[src/rtl/rev_pkg.sv]
// Package: shared helpers for the reverse buffer address generator.
// Assumes callers widen their operands to 32 bits and truncate the result.
package rev_pkg;

    // Direction of the length slew for one tick
    typedef enum logic [1:0] {
        SLEW_HOLD = 2'd0,
        SLEW_UP   = 2'd1,
        SLEW_DOWN = 2'd2
    } slew_dir_t;

    // Address half a buffer away from rd, staying inside [0, len)
    function automatic logic [31:0] far_tap(input logic [31:0] rd, input logic [31:0] len);
        logic [31:0] half;
        half = len >> 1;
        return (rd >= half) ? (rd - half) : (rd + half);
    endfunction

endpackage

[src/rtl/rev_clear_seq.sv]
// Module: memory clear sequencer.
// After reset it walks an address across all 2**ADDR_W locations, one per
// clock, and holds busy high until the last one is issued.
// Assumes synchronous active-low reset.
module rev_clear_seq #(
    parameter int ADDR_W = 16
) (
    input  logic              clk,
    input  logic              rst_n,
    output logic              busy,
    output logic [ADDR_W-1:0] addr
);
    localparam logic [ADDR_W-1:0] LAST_ADDR = {ADDR_W{1'b1}};

    // Sweep the clear address; drop busy after the last location
    always_ff @(posedge clk) begin
        if (!rst_n) begin
            busy <= 1'b1;
            addr <= '0;
        end else if (busy) begin
            if (addr == LAST_ADDR) busy <= 1'b0;
            else                   addr <= addr + 1'b1;
        end
    end

    AST_CLR_COUNTS: assert property (@(posedge clk) disable iff (!rst_n)
        busy |=> (!busy || addr == $past(addr) + 1'b1));
    AST_CLR_DONE_STAYS: assert property (@(posedge clk) disable iff (!rst_n)
        !busy |=> !busy);
endmodule

[src/rtl/rev_len_slew.sv]
// Module: buffer length slew.
// On each accepted tick the length moves STEP toward the even-masked target.
// Assumes STEP divides the distance between even values (STEP = 2).
module rev_len_slew
    import rev_pkg::*;
#(
    parameter int              ADDR_W  = 16,
    parameter int              STEP    = 2,
    parameter logic [ADDR_W-1:0] RST_LEN = 16'h0600
) (
    input  logic              clk,
    input  logic              rst_n,
    input  logic              step_en,
    input  logic [ADDR_W-1:0] target,
    output logic [ADDR_W-1:0] len
);
    localparam logic [ADDR_W-1:0] STEP_V = ADDR_W'(STEP);

    logic [ADDR_W-1:0] tgt_even;
    slew_dir_t         dir;

    // Mask the target to even and pick the slew direction
    always_comb begin
        tgt_even = {target[ADDR_W-1:1], 1'b0};
        if (len < tgt_even)      dir = SLEW_UP;
        else if (len > tgt_even) dir = SLEW_DOWN;
        else                     dir = SLEW_HOLD;
    end

    // Apply one slew step per accepted tick
    always_ff @(posedge clk) begin
        if (!rst_n) begin
            len <= RST_LEN;
        end else if (step_en) begin
            case (dir)
                SLEW_UP:   len <= len + STEP_V;
                SLEW_DOWN: len <= len - STEP_V;
                default:   len <= len;
            endcase
        end
    end

    AST_LEN_STEP: assert property (@(posedge clk) disable iff (!rst_n)
        step_en |=> (len == $past(len) || len == $past(len) + STEP_V
                     || len == $past(len) - STEP_V));
    AST_LEN_HOLD_IDLE: assert property (@(posedge clk) disable iff (!rst_n)
        !step_en |=> $stable(len));
endmodule

[src/rtl/rev_ptr_gen.sv]
// Module: write / reverse-read pointer pair with the opposite tap.
// On each accepted tick the write pointer climbs and the read pointer falls,
// both wrapping on the length in force before the tick; the second tap is
// registered from the new read pointer. Assumes len > 0 in normal use.
module rev_ptr_gen
    import rev_pkg::*;
#(
    parameter int                ADDR_W = 16,
    parameter logic [ADDR_W-1:0] RST_LEN = 16'h0600,
    parameter logic [ADDR_W-1:0] RST_RD  = 16'hFD00
) (
    input  logic              clk,
    input  logic              rst_n,
    input  logic              step_en,
    input  logic [ADDR_W-1:0] len,
    output logic [ADDR_W-1:0] wr,
    output logic [ADDR_W-1:0] rd_a,
    output logic [ADDR_W-1:0] rd_b
);
    localparam logic [ADDR_W-1:0] RST_TAP = ADDR_W'(far_tap(32'(RST_RD), 32'(RST_LEN)));

    logic [ADDR_W:0]   wr_inc;
    logic [ADDR_W-1:0] wr_nxt;
    logic [ADDR_W-1:0] rd_nxt;
    logic [ADDR_W-1:0] tap_nxt;

    // Next pointer values and the tap from the next read pointer
    always_comb begin
        wr_inc  = {1'b0, wr} + 1'b1;
        wr_nxt  = (wr_inc >= {1'b0, len}) ? '0 : wr_inc[ADDR_W-1:0];
        rd_nxt  = (rd_a == '0) ? (len - 1'b1) : (rd_a - 1'b1);
        tap_nxt = ADDR_W'(far_tap(32'(rd_nxt), 32'(len)));
    end

    // Register pointers and tap on accepted ticks
    always_ff @(posedge clk) begin
        if (!rst_n) begin
            wr   <= '0;
            rd_a <= RST_RD;
            rd_b <= RST_TAP;
        end else if (step_en) begin
            wr   <= wr_nxt;
            rd_a <= rd_nxt;
            rd_b <= tap_nxt;
        end
    end

    AST_WR_ADVANCE: assert property (@(posedge clk) disable iff (!rst_n)
        step_en |=> (wr == '0 || wr == $past(wr) + 1'b1));
    AST_RD_RETREAT: assert property (@(posedge clk) disable iff (!rst_n)
        step_en |=> (rd_a == $past(rd_a) - 1'b1 || rd_a == $past(len) - 1'b1));
    AST_TAP_HALF: assert property (@(posedge clk) disable iff (!rst_n)
        step_en |=> (rd_b == rd_a + ($past(len) >> 1)
                     || rd_b == rd_a - ($past(len) >> 1)));
    AST_PTR_HOLD_IDLE: assert property (@(posedge clk) disable iff (!rst_n)
        !step_en |=> ($stable(wr) && $stable(rd_a) && $stable(rd_b)));
endmodule

[src/rtl/rev_buf_addr.sv]
// Module: reverse playback buffer address generator (top).
// Gates sample ticks with the clear sweep, then drives the pointer pair and
// the length slew. Assumes the memory controller writes at wr_addr before
// reading both taps of the same tick.
module rev_buf_addr #(
    parameter int                ADDR_W  = 16,
    parameter int                STEP    = 2,
    parameter logic [ADDR_W-1:0] RST_LEN = 16'h0600,
    parameter logic [ADDR_W-1:0] RST_RD  = 16'hFD00
) (
    input  logic              clk,
    input  logic              rst_n,
    input  logic              tick,
    input  logic [ADDR_W-1:0] target_len,
    output logic [ADDR_W-1:0] wr_addr,
    output logic [ADDR_W-1:0] rd_addr_a,
    output logic [ADDR_W-1:0] rd_addr_b,
    output logic [ADDR_W-1:0] cur_len,
    output logic              clr_busy,
    output logic [ADDR_W-1:0] clr_addr
);
    logic tick_ok;

    // Accept ticks only once the clear sweep has finished
    always_comb tick_ok = tick & ~clr_busy;

    rev_clear_seq #(.ADDR_W(ADDR_W)) u_clear (
        .clk   (clk),
        .rst_n (rst_n),
        .busy  (clr_busy),
        .addr  (clr_addr)
    );

    rev_len_slew #(.ADDR_W(ADDR_W), .STEP(STEP), .RST_LEN(RST_LEN)) u_slew (
        .clk     (clk),
        .rst_n   (rst_n),
        .step_en (tick_ok),
        .target  (target_len),
        .len     (cur_len)
    );

    rev_ptr_gen #(.ADDR_W(ADDR_W), .RST_LEN(RST_LEN), .RST_RD(RST_RD)) u_ptr (
        .clk     (clk),
        .rst_n   (rst_n),
        .step_en (tick_ok),
        .len     (cur_len),
        .wr      (wr_addr),
        .rd_a    (rd_addr_a),
        .rd_b    (rd_addr_b)
    );

    AST_BUSY_BLOCKS_TICK: assert property (@(posedge clk) disable iff (!rst_n)
        clr_busy |=> ($stable(wr_addr) && $stable(rd_addr_a) && $stable(cur_len)));
endmodule

[config.mk]
export PLATFORM = sky130hd
export DESIGN_NAME = rev_buf_addr
export DESIGN_NICKNAME = d
export VERILOG_FILES = /design/src/rtl/rev_pkg.sv /design/src/rtl/rev_clear_seq.sv /design/src/rtl/rev_len_slew.sv /design/src/rtl/rev_ptr_gen.sv /design/src/rtl/rev_buf_addr.sv
export SDC_FILE = /design/constraint.sdc
export NUM_CORES = 1
export LEC_CHECK = 0
export BUFFER_PORTS_ARGS = -buffer_cell sky130_fd_sc_hd__buf_2
export CAP_MARGIN = 20
export CELL_PAD_IN_SITES_DETAIL_PLACEMENT = 1
export CELL_PAD_IN_SITES_GLOBAL_PLACEMENT = 1
export CORE_MARGIN = 2
export CORE_UTILIZATION = 30
export DETAILED_ROUTE_END_ITERATION = 10
export HOLD_SLACK_MARGIN = 0.15
export PLACE_DENSITY = 0.59
export SLEW_MARGIN = 10
export SYNTH_ARGS = -nofsm -noshare
export SYNTH_HDL_FRONTEND = slang
export SYNTH_SLANG_ARGS = --single-unit
[constraint.sdc]
create_clock -name clk -period 5.5 [get_ports clk]
set_input_delay 1.1 -clock clk [delete_from_list [all_inputs] [get_ports clk]]
set_output_delay 1.1 -clock clk [all_outputs]
set_load 0.01 [all_outputs]
==> results.toml, run 1 <==
[logic_synthesis]
netlist.area_leader.share_pct = 24.1
yosys_warnings = 0
syn-cell-area_sq_um = 6630
synth_cells = 855
synth_edf_count = 0
synth_top_cell_by_area = "dfxtp_1"
synth.distinct_cells = 63
ys_ff_latch = 80
synthArstFlopShare_pct = 0
syn_avg_cell_area_sq_um = 7.76
syn-num-nets = 955
synth.area.top_cells = "dfxtp_1 (24%), ha_1 (15%), xnor2_1 (5.0%), a21oi_1 (4.8%), nand2_1 (4.6%)"
ys_seq_area_share_pct = 24.1
synthFlopType = "dfxtp_1"

[final_layout]
final_nets = 1052
drive_gt1_share_pct = 15.5
multi_input_area_sq_um = 4650
syn_to_final_growth_pct = 17.9
seqCellArea_sq_um = 1600
antenna_cells = 0
final_common_cell = "buf_2"
stdcell_area_sq_um = 7820
fillers = 2727
layout_common_cells = "buf_2 (97), nand2_1 (82), nor2_1 (80), dfxtp_1 (80), ha_1 (78)"

[detailed_routing]
drtAntennaViolNets = 0
dr.max_layer_used = "met4"
routed_wirelength_microns = 21600
wl_met2_microns = 10300
vias = 6332
drc = 0
wl_per_cell_microns = 17.5
wl_met3_microns = 588
firstDrtPassIters = 4
met1_length_microns = 10300
detail_route.iter0.violations = 196
avgViaCountPerCell = 5.12

[clock_tree]
h-tree-depth = 3
clk_latency_ns = 0.36
root_buffer = "clkbuf_16"
clk_pin_slew_ns = 0.07
post_cts_buffers = 0
cts_max_path_buffers = 2
cts_inserted_buffers = 9
cts.sinks = 80
cts_tree = "yes"
post_cts_resized = 0
holdBufCountCts = 0

[critical_path]
reg2reg_slack_ns = 0.61
crit_arrival_ns = 5.11
r2r_end = "u_ptr.rd_b[5]"
slowest_stage = "or3_1"
crit_required_ns = 5.72
cp_cell_sequence = "nor4_4 > nand4_4 > or2_2 > and3_1 > a31oi_1 > ha_1 > nand4_1 > a21oi_1 > nor4_1 > o2bb2ai_1 > or3_1 > mux2i_1 > xnor2_1 > a211oi_2"
worstReg2RegStart = "u_ptr.rd_a[2]"
crit_path_start_kind = "register"
r2r_cells = 14
worstPathMaxFanout = 7
critPathCaptureType = "register"
crit_type = "register to register"
cpPeakStageDelay_ns = 0.55

[placement]
place_area_sq_um = 7480
dp_hpwl_microns = 17200
dp_slack_ns = 0.425
gp_congestion = 0.798
io_buffers = 97

[run]
cap_violations = 0

[sta]
relSlewSlack_pct = 33.4
hold_viol = 0
slew_viol_final = 0
finClkSkew_ns = 0.00962
worstMarginPinSlew_ns = 0.991
layout_min_cycle_time_ns = 4.89
final-setup-viol-count = 0
max_freq_mhz = 205
min_period_over_period_pct = 88.8
layout_setup_ws_ns = 0.614
rsz0062_at_grt = "no"
fin_tns_setup_ns = 0

[min_path]
min_to = "u_ptr.rd_b[7]"
hold_depth = 2
worstHoldPathType = "register to register"
holdCritStartpoint = "u_ptr.rd_b[7]"

[pwr]
p_leak_nw = 3.59
p_per_area_nw_per_um2 = 168
power.total_mw = 1.31
peakVddDrop_mv = 0.115

[global_routing]
grt_pass1_wl_microns = 35000
grt.overflow.total = 0
antenna_found_initial = 0
track_usage_pct = 18.7
grt_pass1_vias = 6434
grt_max_degree = 37

[floorplanning]
die-area_sq_um = 23300
core_sq_um = 21800
pin_count = 100
dieHeight_microns = 153
rows = 54
die_x_microns = 153
start_util_pct = 30.5

[outcome]
status = "completed"
## metal layers
metal	vias up	GRT usage, %
met1	3025	24.1
met5	-	0
met4	0	5.91
li1	3204	-
met2	83	32.4
met3	20	2.62
## kinds of logic (layout without fill, tap and decap cells)
group           count (synthesis)  count (layout)  share of synthesized area, %
simple gates                  314             314                          23.9
compound gates                194             194                          18.7
buf+inv                        98             200                          5.75
fa+ha+maj                      81              81                          15.6
flops                          80              80                          24.1
xor+xnor                       67              67                          8.85
mux                            20              20                          3.02
other cells                     1               1                        0.0565
## state kept, by name, summed over array words and instances (netlist names)
name and cells:
u_ptr.rd_b 16, u_clear.busy 1, u_slew.len 15, u_ptr.wr 16
u_clear.addr 16, u_ptr.rd_a 16
## worst max-delay path: cells and delay by family, from the launching register on
kind / cells / cell delay (ns)
muxes: 1 / 0.20
AOI/OAI and AO/OA: 4 / 0.85
adders and majority gates: 1 / 0.45
xor gates and xnor gates: 1 / 0.43
and+or+nand+nor: 7 / 2.41
DFF: 1 / 0.40
## synth_stat cells, types with 6 or more instances
cell	count
dfxtp_1	80
and2_1	8
o21bai_1	6
or3_1	8
nor2_1	80
o21a_1	8
a211oi_1	10
nand4_1	12
nor3_1	22
nand2b_1	7
mux2i_1	20
o21ai_0	41
inv_1	67
a21o_1	14
nor2b_1	9
nand3_1	34
ha_1	78
xor2_1	29
xnor2_1	38
nand2_1	82
a31oi_1	6
clkbuf_1	23
nor4_1	10
and3_1	18
or2_2	7
o31ai_1	8
a21oi_1	64
o211ai_1	7
## how the worst max path moves through the flow
stage | to | cells past startpoint | startpoint
3_3_place_gp | u_slew.len[15] | 18 | target_len[5]
6_report | u_ptr.rd_b[5] | 14 | u_ptr.rd_a[2]
4_1_cts | u_ptr.rd_b[3] | 14 | u_ptr.rd_a[2]
5_1_grt | u_ptr.rd_b[8] | 17 | u_slew.len[1]
2_1_floorplan | u_slew.len[15] | 17 | target_len[4]
3_5_place_dp | u_slew.len[15] | 18 | target_len[5]
## per-stage QoR
stage,hold slack (ns),util [%],std cells
floorplan,0.470,-,855
global placement,0.436,34.4,1220
detailed placement,0.448,34.4,1220
CTS,0.458,35.9,1236
global route,0.490,36.0,1237
finish,0.453,36.0,1237
## final cells by class
type	count	share of cell area [%]
multi-input cells	677	59.5
well taps	280	4.48
flip-flops and latches	80	20.5
clock inverters	7	1.36
repair buffers	117	8.13
inverters	67	3.21
clock buffers	9	2.88
## power breakdown
group	total, mW	switching [mW]	internal [mW]
registers	0.583	0.00202	0.581
clock network	0.687	0.280	0.408
logic	0.0407	0.0253	0.0153
total	1.31	0.307	1.00
(Power assumes the default switching activity.)
==> run 2, diff against run 1 <==
--- a/config.mk
+++ b/config.mk
@@ -14,7 +14,9 @@
 export DETAILED_ROUTE_END_ITERATION = 10
 export HOLD_SLACK_MARGIN = 0.15
 export PLACE_DENSITY = 0.59
+export RECOVER_POWER = 50
 export SLEW_MARGIN = 10
 export SYNTH_ARGS = -nofsm -noshare
 export SYNTH_HDL_FRONTEND = slang
+export SYNTH_HIERARCHICAL = 1
 export SYNTH_SLANG_ARGS = --single-unit
==> constraint.sdc (replaced) <==
create_clock -name clk -period 5.5 [get_ports clk]
set_input_delay 1.1 -clock clk [delete_from_list [all_inputs] [get_ports clk]]
set_output_delay 1.1 -clock clk [all_outputs]
set_load 0.05 [all_outputs]
==> run 2 against run 1 <==
- the run now ends with max-capacitance violations, max-slew violations left
- clock-buffer cell count up 1
- worst hold slack gained 0.036 ns
- area after synthesis grew 1.2%
- critical path depth increased by 8
- core utilization fell by 0.71 points
- clock skew hardly changed
- global-route usage fell by 0.26 points
- maximum frequency is 3.3% lower
- non-clock buffer count down 3
- synthesized cell count shrank 3.2%
- via count grew 1.0%
- sequential share of layout area up 0.29 points
- critical endpoint is now u_ptr/rd_b[11]
==> results.toml, run 2 <==
[pwr]
p_leak_nw = 3.17
power_frac_seq_pct = 45.7
peakVddDrop_mv = 0.127
combPwrFrac_pct = 4.1
netSwitchingFraction_pct = 24.5
internal_power_uw = 964
p_per_area_nw_per_um2 = 165
clockPowerShare_pct = 50.2
netSwitchingPower_uw = 313

[logic_synthesis]
yosysMostFrequentCell = "dfxtp_1"
yosys_warnings = 6
synth_cells = 828
synth_edf_count = 0
synth.area.top_cells = "dfxtp_1 (24%), ha_1 (14%), a21oi_1 (5.2%), mux2i_1 (4.5%), nor2_1 (4.3%)"
ys_seq_area_share_pct = 23.9
synth.distinct_cells = 81
syn-num-nets = 927
synthArstFlopShare_pct = 0
syn-cell-area_sq_um = 6710
synth_common_cells = "dfxtp_1 (80), ha_1 (77), nor2_1 (77)"
synthFlopType = "dfxtp_1"
synth_top_cell_by_area = "dfxtp_1"
syn_avg_cell_area_sq_um = 8.10
netlist.area_leader.share_pct = 23.9
ys_ff_latch = 80

[sta]
worstMarginPinSlew_ns = 1.61
relSlewSlack_pct = -7.41
slew_viol_final = 29
layout_min_cycle_time_ns = 5.05
layout_setup_ws_ns = 0.449
min_period_over_period_pct = 91.8
hold_viol = 0
rsz0062_at_grt = "no"
fin_tns_setup_ns = 0
finClkSkew_ns = 0.00928
final-setup-viol-count = 0
max_freq_mhz = 198

[clock_tree]
cts_max_path_buffers = 2
cts_tree = "yes"
post_cts_buffers = 0
h-tree-depth = 3
clk_pin_slew_ns = 0.06
cts_inserted_buffers = 9
post_cts_resized = 0
root_buffer = "clkbuf_16"
clk_latency_ns = 0.35
cts.sinks = 80
holdBufCountCts = 0

[detailed_routing]
vias = 6397
detail_route.iter0.violations = 252
avgViaCountPerCell = 5.27
drc = 0
firstDrtPassIters = 4
routed_wirelength_microns = 21300
drtAntennaViolNets = 0
wl_per_cell_microns = 17.6

[placement]
dp_hpwl_microns = 16400
dp_slack_ns = 0.532
io_buffers = 97
gp_congestion = 0.838
placed_cells = 1198

[final_layout]
multi_input_area_sq_um = 4720
fillers = 2749
seqCellArea_sq_um = 1600
final_common_cell = "dfxtp_1"
final_nets = 1028
layout_common_cells = "dfxtp_1 (80), nor2_1 (77), ha_1 (77)"
syn_to_final_growth_pct = 15.0
final_cells = 1213
antenna_cells = 0
drive_gt1_share_pct = 8.68

[floorplanning]
die_x_microns = 154
dieHeight_microns = 154
start_util_pct = 30.6
rows = 54
core_sq_um = 21900
die-area_sq_um = 23600
pin_count = 100

[global_routing]
grt_pass1_wl_microns = 35400
track_usage_pct = 18.5
grt_max_degree = 43
grt.overflow.total = 0
antenna_found_initial = 0
grt_pass1_vias = 6610

[critical_path]
slowest_stage = "dfxtp_1"
cp_cell_sequence = "nor4_1 > buf_4 > nand4_1 > nor2_1 > a21oi_1 > ha_1 > o311ai_0 > buf_4 > nor3_1 > o211a_1 > nand2_1 > nor2_1 > mux2i_1 > ha_1 > nor2_1 > o31ai_1 > o21a_1 > a211oi_4 > buf_4 > nor3b_1 > o21a_1 > o311ai_1"
crit_path_start_kind = "register"
crit_arrival_ns = 5.23
critPathCaptureType = "register"
cpPeakStageDelay_ns = 0.44
crit_type = "register to register"
crit_required_ns = 5.68
crit_family = "compound AO/OA/AOI/OAI gates"
worstPathMaxFanout = 14
path_buf_inv = 3

[outcome]
status = "complete, but fails checks"
failed_checks = "max-capacitance violations, max-slew violations"

[min_path]
worstHoldPathType = "register to register"

[run]
cap_violations = 1
[run 2: cell type report]
class	instances	share of cell area, %
inverters	59	2.87
clock buffers	10	3.10
clock inverters	5	0.843
flip-flops and latches	80	20.8
multi-input cells	665	61.1
well taps	280	4.54
repair buffers	114	6.75
[run 2: through the flow]
step	hold slack, ns	power (mW)	utilization (%)	cell area [sq um]
after floorplan	0.670	0.631	-	6710
after global placement	0.469	0.649	34.3	7500
after detailed placement	0.477	0.650	34.3	7500
after CTS	0.488	1.30	35.7	7810
after global routing	0.513	1.33	35.2	7710
final	0.489	1.28	35.2	7710
[run 2: final timing paths]
kind	startpoint	end	slack, ns	depth (start not counted)
min	u_ptr/rd_b[5]	u_ptr/rd_b[5]	0.49	2
min reg2reg	u_ptr/rd_b[5]	u_ptr/rd_b[5]	0.49	2
max	u_ptr/rd_a[11]	u_ptr/rd_b[11]	0.45	22
max reg2reg	u_ptr/rd_a[11]	u_ptr/rd_b[11]	0.45	22
[run 2: routing by layer]
metal | GRT usage (%) | wire [microns] | vias up
li1 | - | - | 3226
met1 | 24.6 | 10200 | 3075
met2 | 31.4 | 10100 | 78
met3 | 2.56 | 617 | 18
met4 | 4.94 | 331 | 0
met5 | 0 | 0 | -
[run 2: tightest hold or removal path, cell delays in order, from the launching register on]
cell and delay, ns:
dfxtp_1 0.31, nor2_1 0.08, a211oi_1 0.05
[run 2: power groups by stage]
| stage | sequential, mW | combinational (mW) | clock (mW) |
|---|---|---|---|
| finish | 0.583 | 0.0518 | 0.641 |
| floorplan | 0.602 | 0.0289 | 0 |
| CTS | 0.583 | 0.0534 | 0.663 |
| global route | 0.583 | 0.0591 | 0.691 |
| global placement | 0.597 | 0.0521 | 0 |
| detailed placement | 0.597 | 0.0531 | 0 |
[run 2: kinds of logic after synthesis]
| group | Yosys count | share of synthesized area, % |
|---|---|---|
| and+or+nand+nor | 273 | 21.0 |
| other | 1 | 0.0559 |
| muxes | 31 | 4.64 |
| AOI/OAI and AO/OA | 229 | 22.6 |
| DFF | 80 | 23.9 |
| xor gates and xnor gates | 51 | 6.66 |
| buffers and inverters | 83 | 5.87 |
| adders and majority gates | 80 | 15.3 |
